File: src/rtl/lanc_pkg.sv
`timescale 1ns/1ps
package lanc_pkg;
  localparam int ST_RXI  = 0;
  localparam int ST_RCF  = 1;
  localparam int ST_TXA  = 2;
  localparam int ST_TACK = 3;
  localparam int ST_POR  = 4;
  localparam int ST_TST  = 5;
  localparam int ST_XT0  = 6;
  localparam int ST_XT1  = 7;
  localparam int ST_W    = 8;
  localparam int OP_W    = 3;
  localparam int MASK_W  = 3;

  localparam logic [OP_W-1:0] OP_CLR   = 3'd1;
  localparam logic [OP_W-1:0] OP_TXOFF = 3'd2;
  localparam logic [OP_W-1:0] OP_TXGO  = 3'd3;
  localparam logic [OP_W-1:0] OP_RXGO  = 3'd4;

  typedef struct packed {
    logic clr;
    logic tx_off;
    logic tx_go;
    logic rx_go;
  } cmd_evt_t;
endpackage

File: src/rtl/lanc_sync.sv
`timescale 1ns/1ps
module lanc_sync #(
  parameter int W      = 1,
  parameter int STAGES = 2
) (
  input  logic         clk_i,
  input  logic         rst_ni,
  input  logic [W-1:0] d_i,
  output logic [W-1:0] q_o
);
  logic [W-1:0] pipe_q [STAGES];

  for (genvar s = 0; s < STAGES; s++) begin : g_stage
    always_ff @(posedge clk_i or negedge rst_ni) begin
      if (!rst_ni)     pipe_q[s] <= '0;
      else if (s == 0) pipe_q[s] <= d_i;
      else             pipe_q[s] <= pipe_q[(s == 0) ? 0 : s-1];
    end
  end

  assign q_o = pipe_q[STAGES-1];
endmodule

File: src/rtl/lanc_idle_timer.sv
`timescale 1ns/1ps
module lanc_idle_timer #(
  parameter int unsigned IDLE_CYC = 16
) (
  input  logic clk_i,
  input  logic rst_ni,
  input  logic line_i,
  output logic expire_o
);
  localparam int unsigned LAST  = IDLE_CYC - 1;
  localparam int          CNT_W = (IDLE_CYC > 2) ? $clog2(IDLE_CYC) : 1;

  logic             line_q, armed_q, edge_s;
  logic [CNT_W-1:0] cnt_q;

  assign edge_s   = line_i ^ line_q;
  assign expire_o = armed_q && !edge_s && (cnt_q == CNT_W'(LAST));

  always_ff @(posedge clk_i or negedge rst_ni) begin
    if (!rst_ni) begin
      line_q  <= 1'b0;
      armed_q <= 1'b1;
      cnt_q   <= '0;
    end else begin
      line_q <= line_i;
      if (edge_s) begin
        cnt_q   <= '0;
        armed_q <= 1'b1;
      end else if (expire_o) begin
        armed_q <= 1'b0;  // hold until next edge: one flag per idle period
      end else if (armed_q) begin
        cnt_q <= cnt_q + 1'b1;
      end
    end
  end
endmodule

File: src/rtl/lanc_cmd_dec.sv
`timescale 1ns/1ps
module lanc_cmd_dec import lanc_pkg::*; #(
  parameter int CMD_W = 8
) (
  input  logic                  we_i,
  input  logic [CMD_W-1:0]      cmd_i,
  output cmd_evt_t              evt_o,
  output logic [CMD_W-OP_W-1:0] page_o
);
  assign page_o = cmd_i[CMD_W-1:OP_W];

  always_comb begin
    evt_o = '0;
    if (we_i) begin
      case (cmd_i[OP_W-1:0])
        OP_CLR:   evt_o.clr    = 1'b1;
        OP_TXOFF: evt_o.tx_off = 1'b1;
        OP_TXGO:  evt_o.tx_go  = 1'b1;
        OP_RXGO:  evt_o.rx_go  = 1'b1;
        default:  evt_o        = '0;
      endcase
    end
  end
endmodule

File: src/rtl/lanc_status_ctrl.sv
`timescale 1ns/1ps
module lanc_status_ctrl import lanc_pkg::*; #(
  parameter int unsigned CLK_HZ      = 200_000_000,
  parameter int unsigned IDLE_NS     = 78_200,
  parameter int          CMD_W       = 8,
  parameter int          SYNC_STAGES = 2
) (
  input  logic                    clk_i,
  input  logic                    rst_ni,
  input  logic                    cmd_we_i,
  input  logic [CMD_W-1:0]        cmd_i,
  input  logic                    mask_we_i,
  input  logic [MASK_W-1:0]       mask_i,
  input  logic                    board_ie_i,
  input  logic [1:0]              xto_pin_i,
  input  logic                    rx_line_i,
  input  logic                    pkt_done_i,
  input  logic                    tx_done_i,
  input  logic                    tx_ack_i,
  input  logic                    tx_bcast_i,
  output logic [ST_W-1:0]         status_o,
  output logic                    irq_o,
  output logic                    rx_en_o,
  output logic [CMD_W-OP_W-1:0]   rx_page_o,
  output logic                    tx_req_o,
  output logic [CMD_W-OP_W-1:0]   tx_page_o
);
  localparam int PAGE_W = CMD_W - OP_W;
  localparam longint unsigned IDLE_L =
    (64'(CLK_HZ) * 64'(IDLE_NS)) / 64'd1_000_000_000;
  localparam int unsigned IDLE_CYC = (IDLE_L < 2) ? 2 : 32'(IDLE_L);

  logic [2:0]        sync_q;
  logic              expire;
  cmd_evt_t          evt;
  logic [PAGE_W-1:0] page;

  logic rxi_q, rcf_q, por_q, txa_q, tack_q, txreq_q;
  logic [PAGE_W-1:0] rx_page_q, tx_page_q;
  logic [MASK_W-1:0] mask_q;

  lanc_sync #(.W(3), .STAGES(SYNC_STAGES)) u_sync (
    .clk_i (clk_i),
    .rst_ni(rst_ni),
    .d_i   ({xto_pin_i, rx_line_i}),
    .q_o   (sync_q)
  );

  lanc_idle_timer #(.IDLE_CYC(IDLE_CYC)) u_idle (
    .clk_i   (clk_i),
    .rst_ni  (rst_ni),
    .line_i  (sync_q[0]),
    .expire_o(expire)
  );

  lanc_cmd_dec #(.CMD_W(CMD_W)) u_dec (
    .we_i  (cmd_we_i),
    .cmd_i (cmd_i),
    .evt_o (evt),
    .page_o(page)
  );

  // receive side: command re-arm beats a same-cycle packet
  always_ff @(posedge clk_i or negedge rst_ni) begin
    if (!rst_ni) begin
      rxi_q     <= 1'b1;
      rx_page_q <= '0;
    end else if (evt.rx_go) begin
      rxi_q     <= 1'b0;
      rx_page_q <= page;
    end else if (pkt_done_i && !rxi_q) begin
      rxi_q <= 1'b1;
    end
  end

  always_ff @(posedge clk_i or negedge rst_ni) begin
    if (!rst_ni) begin
      por_q <= 1'b1;
      rcf_q <= 1'b0;
    end else begin
      if (evt.clr) por_q <= 1'b0;
      if (expire)       rcf_q <= 1'b1;
      else if (evt.clr) rcf_q <= 1'b0;
    end
  end

  always_ff @(posedge clk_i or negedge rst_ni) begin
    if (!rst_ni) begin
      txa_q     <= 1'b1;
      tack_q    <= 1'b0;
      txreq_q   <= 1'b0;
      tx_page_q <= '0;
    end else if (evt.tx_off) begin
      txa_q   <= 1'b1;
      txreq_q <= 1'b0;
    end else if (evt.tx_go && txa_q) begin
      txa_q     <= 1'b0;
      tack_q    <= 1'b0;
      txreq_q   <= 1'b1;
      tx_page_q <= page;
    end else if (tx_done_i && txreq_q) begin
      txa_q   <= 1'b1;
      txreq_q <= 1'b0;
      tack_q  <= tx_ack_i && !tx_bcast_i;
    end
  end

  always_ff @(posedge clk_i or negedge rst_ni) begin
    if (!rst_ni)        mask_q <= '0;
    else if (mask_we_i) mask_q <= mask_i;
  end

  always_comb begin
    status_o          = '0;
    status_o[ST_RXI]  = rxi_q;
    status_o[ST_RCF]  = rcf_q;
    status_o[ST_TXA]  = txa_q;
    status_o[ST_TACK] = tack_q;
    status_o[ST_POR]  = por_q;
    status_o[ST_TST]  = 1'b0;
    status_o[ST_XT0]  = sync_q[1];
    status_o[ST_XT1]  = sync_q[2];
  end

  assign irq_o     = board_ie_i &&
                     (por_q || (rxi_q && mask_q[0]) ||
                      (rcf_q && mask_q[1]) || (txa_q && mask_q[2]));
  assign rx_en_o   = !rxi_q;
  assign rx_page_o = rx_page_q;
  assign tx_req_o  = txreq_q;
  assign tx_page_o = tx_page_q;
endmodule

File: config.mk
export PLATFORM = sky130hd
export DESIGN_NAME = lanc_status_ctrl
export DESIGN_NICKNAME = d
export VERILOG_FILES = /design/src/rtl/lanc_pkg.sv /design/src/rtl/lanc_sync.sv /design/src/rtl/lanc_idle_timer.sv /design/src/rtl/lanc_cmd_dec.sv /design/src/rtl/lanc_status_ctrl.sv
export SDC_FILE = /design/constraint.sdc
export NUM_CORES = 1
export LEC_CHECK = 0
export BUFFER_PORTS_ARGS = -buffer_cell sky130_fd_sc_hd__buf_2
export CAP_MARGIN = 20
export CELL_PAD_IN_SITES_DETAIL_PLACEMENT = 1
export CELL_PAD_IN_SITES_GLOBAL_PLACEMENT = 2
export CORE_UTILIZATION = 38
export CTS_BUF_LIST = sky130_fd_sc_hd__clkbuf_4
export DETAILED_ROUTE_END_ITERATION = 7
export GPL_ROUTABILITY_DRIVEN = 0
export PLACE_DENSITY_LB_ADDON = 0.12
export SKIP_LAST_GASP = 1
export SLEW_MARGIN = 5
export SYNTH_ARGS = -nofsm -noshare
export SYNTH_HDL_FRONTEND = slang
export SYNTH_SLANG_ARGS = --single-unit
File: constraint.sdc
create_clock -name clk_i -period 4.2 [get_ports clk_i]
set_input_delay 0.42 -clock clk_i [delete_from_list [all_inputs] [get_ports clk_i]]
set_output_delay 0.42 -clock clk_i [all_outputs]
set_load 0.005 [all_outputs]
Word-level counts from Yosys, hierarchy flattened
Index checks and enable logic that the tools add are counted.
Word-level totals
  register bits: 41
  logic and storage cells: 70
  bits of input ports: 23
  output and inout port bits: 21
Operators by class
  multiplexer cells: 22
  reduce and logical (&&, ||, !) cells: 25
  bitwise gates (word level): 2
  equal/unequal tests: 6
  add/subtract/negate cells: 1
Operator list (number)
  $mux 14: 3
  $mux 1: 18
  $add 14x1->14 const B: 1
  $eq 14x14->1 const B: 1
  $logic_and 1x1->1: 10
  $reduce_bool 2->1: 5
  $eq 3x2->1 const B: 2
  $reduce_and 2->1: 3
  $mux 4: 1
  $eq 3x1->1 const B: 1
  $eq 3x3->1 const B: 1
  $logic_not 1->1: 3
  $logic_or 1x1->1: 3
  $reduce_bool 3->1: 1
  $ne 2x1->1 const B: 1
  $not 1->1: 1
  $xor 1x1->1: 1

Depth between registers and ports, before layout
Gate-level depths: netlist of the first run.
  depth after elaboration: 6
  mapped depth: 5
  gate-level depth less buffers: 5

Hierarchy
A second synthesis of the first run with hierarchy kept.
Second synthesis, totals
  cells, all modules: 162
  area total of the unflattened synthesis: 1891.8 um^2
Modules (own cells, without submodules)
  lanc_status_ctrl: sequential area each 479.2 um^2, area each 828.3 um^2, times used 1, cells each 62
  lanc_idle_timer: sequential area each 401.6 um^2, area each 805.8 um^2, times used 1, cells each 82
  lanc_sync: sequential area each 150.1 um^2, area each 172.7 um^2, times used 1, cells each 9
  lanc_cmd_dec: sequential area each 0.0 um^2, area each 85.1 um^2, times used 1, cells each 9

Worst setup path before layout of the first run
Ideal clock, no wire load.
  path type: register to register
  start point: register u_idle.cnt_q[6]
  end point: register u_idle.cnt_q[3]
  slack: 2458 ps
  required time: 4064 ps
  setup time: 136 ps
  cell stages (with the launch flop): 5
  data arrival time: 1606 ps
  clock period less this slack: 1742 ps
  path through: dfrtp_1 -> or4_4 -> o41ai_4 -> or3_1 -> a21oi_1
On the way
  longest elaborated chain between the ends: 4
RTL lines
  start, declared: RTL line lanc_idle_timer.sv:14  | logic [CNT_W-1:0] cnt_q;
  start signal, assigned: RTL line lanc_idle_timer.sv:32  | cnt_q <= cnt_q + 1'b1;
  $eq 14x14->1: RTL line lanc_idle_timer.sv:17  | assign expire_o = armed_q && !edge_s && (cnt_q == CNT_W'(LAST));
  $logic_and 1x1->1: RTL line lanc_idle_timer.sv:17
  $ne 2x1->1 (no line)
  $reduce_and 2->1 (no line)
No other way between the ends.
A chain may end at the register's enable or synchronous reset.

Worst setup path after layout of the first run
  start point: register u_idle.cnt_q[6]
  end point: register u_idle.cnt_q[0]
The elaborated chain is that of the path after synthesis.

==> results of run 1 <==
## kinds of logic (layout without fill, tap and decap cells)
kind of cell | count (synthesis) | in the layout | synth area share (%)
compound gates | 20 | 20 | 7.66
xor+xnor | 9 | 9 | 4.35
buf+inv | 12 | 52 | 4.14
flops | 41 | 41 | 56.8
other cells | 1 | 1 | 0.207
simple gates | 60 | 60 | 17.5
mux | 14 | 14 | 8.62
fa+ha+maj | 1 | 1 | 0.690
## how the worst max path moves through the flow
stage	start	end	slack [ps]	cells past startpoint
after global placement	u_idle.cnt_q[6]$_DFFE_PN0P_	u_idle.cnt_q[0]$_DFFE_PN0P_	2360	4
final	u_idle.cnt_q[6]$_DFFE_PN0P_	u_idle.cnt_q[0]$_DFFE_PN0P_	2280	4
after global routing	u_idle.cnt_q[6]$_DFFE_PN0P_	u_idle.cnt_q[0]$_DFFE_PN0P_	2150	4
after CTS	u_idle.cnt_q[6]$_DFFE_PN0P_	u_idle.cnt_q[0]$_DFFE_PN0P_	2270	4
after floorplan	u_idle.cnt_q[6]$_DFFE_PN0P_	u_idle.cnt_q[3]$_DFFE_PN0P_	2460	4
after detailed placement	u_idle.cnt_q[6]$_DFFE_PN0P_	u_idle.cnt_q[3]$_DFFE_PN0P_	2300	4
## flip-flops by register name, indices dropped and copies added, names as in the netlist, 3 cells and up
| signal | flops |
|---|---|
| tx_page_o | 5 |
| u_idle.cnt_q | 14 |
| u_sync.pipe_q | 3 |
| u_sync.q_o | 3 |
| rx_page_o | 5 |
| mask_q | 3 |
## power groups by stage
| stage | logic [W] | clock network, W | registers (W) |
|---|---|---|---|
| global placement | 0.000142 | 0 | 0.000485 |
| floorplan | 0.0000779 | 0 | 0.000487 |
| global route | 0.000165 | 0.000341 | 0.000490 |
| CTS | 0.000149 | 0.000324 | 0.000481 |
| finish | 0.000145 | 0.000312 | 0.000480 |
| detailed placement | 0.000148 | 0 | 0.000489 |
## cells in the mapped netlist (3+ instances only)
master   number
dfrtp_1      37
nand2_1      17
nor2_1       14
mux2_2       13
buf_4         8
a21oi_1       7
xnor2_1       6
nor3_1        5
dfstp_2       4
nand4_1       4
o21ai_0       4
nand3_1       3
nor4_1        3
xor2_1        3
## critical path, cell delays in order, from the launching register on
cell and delay, ps:
dfrtp_1 450, or4_4 580, o41ai_4 490, xor2_1 190
nor2_1 60
## placed cells by master, fill, tap and decap left out, types with 2 or more instances in the layout
master | Yosys | routed
buf_2 | 0 | 42
dfrtp_1 | 37 | 37
nand2_1 | 17 | 17
nor2_1 | 14 | 14
mux2_2 | 13 | 13
a21oi_1 | 7 | 7
xnor2_1 | 6 | 6
nor3_1 | 5 | 5
clkbuf_4 | 0 | 5
nand4_1 | 4 | 4
o21ai_0 | 4 | 4
dfstp_2 | 4 | 4
xor2_1 | 3 | 3
nand3_1 | 3 | 3
nor4_1 | 3 | 3
inv_1 | 2 | 2
nand4b_1 | 2 | 2
o21ai_1 | 2 | 2
nand3b_1 | 2 | 2
nand2b_1 | 2 | 2
bufinv_16 | 0 | 2
## through the flow
step	hold slack, ps	setup slack, ps	cell area (um2)	cells	power, W
after floorplan	124	2460	1810	158	0.000565
after global placement	333	2360	2020	242	0.000627
after detailed placement	346	2300	2020	242	0.000637
after CTS	156	2270	2120	250	0.000954
after global routing	147	2150	2120	250	0.000996
final	175	2280	2120	250	0.000937
## final cells by class
| cell class | instances | area, um2 |
|---|---|---|
| Fill cell | 520 | 2350 |
| Clock inverter | 3 | 65.1 |
| Clock buffer | 5 | 37.5 |
| Tap cell | 52 | 65.1 |
| Multi-Input combinational cell | 105 | 708 |
| Timing Repair Buffer | 42 | 210 |
| Inverter | 2 | 7.51 |
| Sequential cell | 41 | 1030 |
## metal layers
metal  share of wire, %  routed length, um  vias to the layer above  GRT usage (%)
li1                   -                  -                      630              -
met1                 44               1600                      633           20.8
met2                 50               1790                       34           28.0
met3                4.3                155                        5           3.70
met4                1.4                 50                        0           6.67
met5                  0                  0                        -              0
==> results.json, run 1 <==
{
  "grtUsageTotal_pct": 16.6,
  "drt_wl_total_mm": 3.59,
  "cts_root_buf": "clkbuf_4",
  "yosys.area.top_type_share_pct": 51.0,
  "ctsResizeCount": 0,
  "worst-r2r-cell-count": 4,
  "min-delay-start": "rx_line_i",
  "worstHoldEndpoint": "u_sync.pipe_q[3]$_DFF_PN0_",
  "dp_hpwl_mm": 2.66,
  "avgSynthCellArea_um2": 11.5,
  "vias": 1302,
  "combPwrFrac_pct": 15.4,
  "initial_core_util_pct": 40.5,
  "path_max_fanout": 6,
  "final_max_slew_viol_count": 0,
  "synth_area_leaders": "dfrtp_1, mux2_2, dfstp_2",
  "r2r-end": "u_idle.cnt_q[0]$_DFFE_PN0P_",
  "rsz0062_at_grt": "no",
  "first_global_vias": 1410,
  "cellLeakagePower_nw": 0.960,
  "end_kind": "register",
  "ant_nets": 0,
  "post_drt_wl_per_cell_um": 14.4,
  "maxSlewHeadroom_pct": 34.4,
  "powerDensity_mw_per_mm2": 441,
  "core_mm2": 0.00447,
  "fmax_mhz": 520,
  "worst_pin_slew_ps": 981,
  "finalSetupViolations": 0,
  "ios": 44,
  "fin_nets": 221,
  "failed_checks": "design-rule violations",
  "finalHoldViolCount": 0,
  "hold_path.class": "input pin to register",
  "grt_max_degree": 42,
  "synth_cells": 158,
  "avgViaCountPerCell": 5.21,
  "power.internal_w": 0.000711,
  "cts_buffers": 5,
  "status": "complete, but fails checks",
  "postCtsHoldBufs": 0,
  "cts_tree": "yes",
  "peakVddDrop_mv": 0.249,
  "setup-tns-final_ps": 0,
  "synth_edf_count": 0,
  "synthArstFlopShare_pct": 100,
  "placementRows": 24,
  "r2r_slack_ps": 2280,
  "netlist_area_mm2": 0.00181,
  "h-tree-depth": 2,
  "clkLatencyLatePin_ps": 340,
  "seqPwrFrac_pct": 51.2,
  "syn_nets": 182,
  "fin_skew_ps": 6.60,
  "crit_type": "register to register",
  "ys_warn_count": 0,
  "cp-start-kind": "register",
  "drc_errors": 4,
  "clk_path_buf_depth": 2,
  "power_frac_clock_pct": 33.3,
  "ys_seq_area_share_pct": 56.8,
  "critical_path_required_ps": 4400,
  "die_w_um": 71.1,
  "grt_pass1_wl_mm": 6.55,
  "dr.pass1.iters": 8,
  "maxCapViolCount": 0,
  "diodes": 0,
  "r2r-start": "u_idle.cnt_q[6]$_DFFE_PN0P_",
  "die-area_mm2": 0.00505,
  "synth_cell_types": 38,
  "antenna_found_initial": 0,
  "clk_pin_slew_ps": 120,
  "die_height_um": 71.1,
  "area_delta_synth_final_pct": 17.1,
  "drive_above_1_share_pct": 35.9,
  "fin_crit_sh_pct": 45.8,
  "switching_power_w": 0.000227,
  "port_buffers": 42,
  "drtIter0Drc": 46,
  "swShare_pct": 24.2,
  "period_needed_ps": 1920,
  "synth_area_leader_cell": "dfrtp_1",
  "ys_seq_elements": 41,
  "final_core_util_pct": 47.5,
  "crit_arrival_ps": 2120,
  "synth_ff_type": "dfrtp_1",
  "hold_path_depth": 1,
  "overflow": 0,
  "cts_sinks": 41,
  "post_cts_buffers": 0
}
(Power assumes the default switching activity.)
==> inputs of run 2 (changes only) <==
Settings changed: CORE_UTILIZATION 38 to 35.
Clock period 4.2 ns to 1.8 ns, I/O delays scaled along.
==> results.json, run 2 (same netlist as run 1, synthesis figures left out) <==
{
  "clk_path_buf_depth": 2,
  "clk_pin_slew_ps": 120,
  "die_w_um": 74.0,
  "ios": 44,
  "hold_path.class": "input pin to register",
  "regMostFlops": "u_idle.cnt_q",
  "initial_core_util_pct": 37.4,
  "switching_power_w": 0.000538,
  "overflow": 0,
  "status": "complete, but fails checks",
  "drc_errors": 0,
  "placementRows": 25,
  "timing.final.ws_setup_ps": -48.4,
  "powerDensity_mw_per_mm2": 853,
  "maxSlewHeadroom_pct": 65.9,
  "h-tree-depth": 2,
  "die-area_mm2": 0.00548,
  "cp-start-kind": "register",
  "critical_path_required_ps": 2040,
  "failed_checks": "negative setup slack",
  "largest_reg_flops": 14,
  "hold_ws_ps": 59.4,
  "cts_buffers": 5,
  "cts_tree": "yes",
  "cts_root_buf": "clkbuf_4",
  "drt_wl_total_mm": 4.36,
  "setup-tns-final_ps": -60.8,
  "crit_arrival_ps": 2090,
  "cellLeakagePower_nw": 1.07,
  "die_height_um": 74.0,
  "fmax_mhz": 541,
  "fin_skew_ps": 5.72,
  "fin_crit_sh_pct": 103,
  "antenna_found_initial": 0,
  "dr.pass1.iters": 4,
  "grt_max_degree": 42,
  "crit_type": "register to register",
  "rsz0062_at_grt": "yes",
  "grtUsageTotal_pct": 17.9,
  "fin_nets": 244,
  "finalSetupViolations": 2,
  "dp_hpwl_mm": 3.18,
  "peakVddDrop_mv": 0.536,
  "avgViaCountPerCell": 4.92,
  "path_max_fanout": 6,
  "end_kind": "register",
  "power_frac_clock_pct": 23.8,
  "seqPwrFrac_pct": 57.6,
  "drtIter0Drc": 47,
  "final_common_cell": "buf_2",
  "cts_sinks": 41,
  "combPwrFrac_pct": 18.7,
  "post_drt_wl_per_cell_um": 15.1,
  "final_core_util_pct": 47.3,
  "final_cell_mix": "buf_2, dfrtp_1, buf_4",
  "core_mm2": 0.00485,
  "area_delta_synth_final_pct": 26.3,
  "finalHoldViolCount": 0,
  "period_needed_ps": 1850,
  "diodes": 0,
  "power.internal_w": 0.00142,
  "port_buffers": 42,
  "vias": 1416,
  "first_global_vias": 1457,
  "worst_pin_slew_ps": 512,
  "final_max_slew_viol_count": 0,
  "grt_pass1_wl_mm": 7.17,
  "ant_nets": 0,
  "swShare_pct": 27.5,
  "clkLatencyLatePin_ps": 340,
  "maxCapViolCount": 0,
  "drive_above_1_share_pct": 40.7
}
[run 2: cell types whose count changed in the layout (fill, tap and decap cells not counted)]
| cell | change |
|---|---|
| bufinv_16 | -2 |
| nor4_2 | -1 |
| clkinv_2 | -1 |
| nor4_4 | +1 |
| clkinvlp_4 | +2 |
| clkbuf_4 | +1 |
| dlygate4sd3_1 | +4 |
| buf_4 | +19 |
[run 2: metrics by stage]
stage | area (um2) | setup slack, ps | instances | power (W)
after floorplan | 1810 | 57.7 | 158 | 0.00132
after global placement | 2150 | 63.3 | 272 | 0.00149
after detailed placement | 2150 | 18.3 | 272 | 0.00151
after CTS | 2250 | 25.5 | 284 | 0.00200
after global routing | 2290 | -106 | 288 | 0.00209
final | 2290 | -48.4 | 288 | 0.00196
[run 2: area by class of cell]
type	instances	area, um2
Fill cell	551	2560
Sequential cell	41	1030
Multi-Input combinational cell	105	717
Timing Repair Buffer	65	393
Tap cell	67	83.8
Clock buffer	6	45.0
Clock inverter	2	15.0
Inverter	2	7.51
[run 2: power groups by stage]
stage	clock, W	combinational [W]	sequential, W
finish	0.000465	0.000365	0.00113
global route	0.000536	0.000408	0.00115
CTS	0.000497	0.000373	0.00113
detailed placement	0	0.000366	0.00114
global placement	0	0.000354	0.00113
floorplan	0	0.000182	0.00114
[run 2: final timing paths]
check | startpoint | endpoint | slack [ps] | cells after the start
max | u_idle.cnt_q[5]$_DFFE_PN0P_ | u_idle.cnt_q[0]$_DFFE_PN0P_ | -50 | 5
min | cmd_i[0] | txa_q$_DFFE_PN1P_ | 60 | 2
max reg2reg | u_idle.cnt_q[5]$_DFFE_PN0P_ | u_idle.cnt_q[0]$_DFFE_PN0P_ | -50 | 5
min reg2reg | u_sync.pipe_q[5]$_DFF_PN0_ | u_sync.q_o[2]$_DFF_PN0_ | 360 | 0
max in group asynchronous | rst_ni | u_idle.armed_q$_DFFE_PN1P_ | 1010 | 3
min in group asynchronous | rst_ni | mask_q[2]$_DFFE_PN0P_ | 420 | 3
[run 2: routing by layer]
layer	GRT usage (%)	wire length (um)	vias up
met5	0	0	-
li1	-	-	678
met4	6.41	48	0
met1	22.4	1900	695
met2	30.1	2240	39
met3	4.47	165	4
[run 2: what timing repair did]
action / in CTS / in global routing
endpoints found under the hold margin: 40 / 0
buffers inserted: 0 / 4
endpoints found under the setup margin: 1 / 4
hold buffers: 4 / 0
pin swaps: 1 / 2
gates resized for setup: 0 / 1
[run 2: critical path: stages (launching register included)]
cell	delay (ps)
dfrtp_1	410
or4_4	590
o41ai_4	350
buf_4	190
xor2_1	150
nor2_1	50
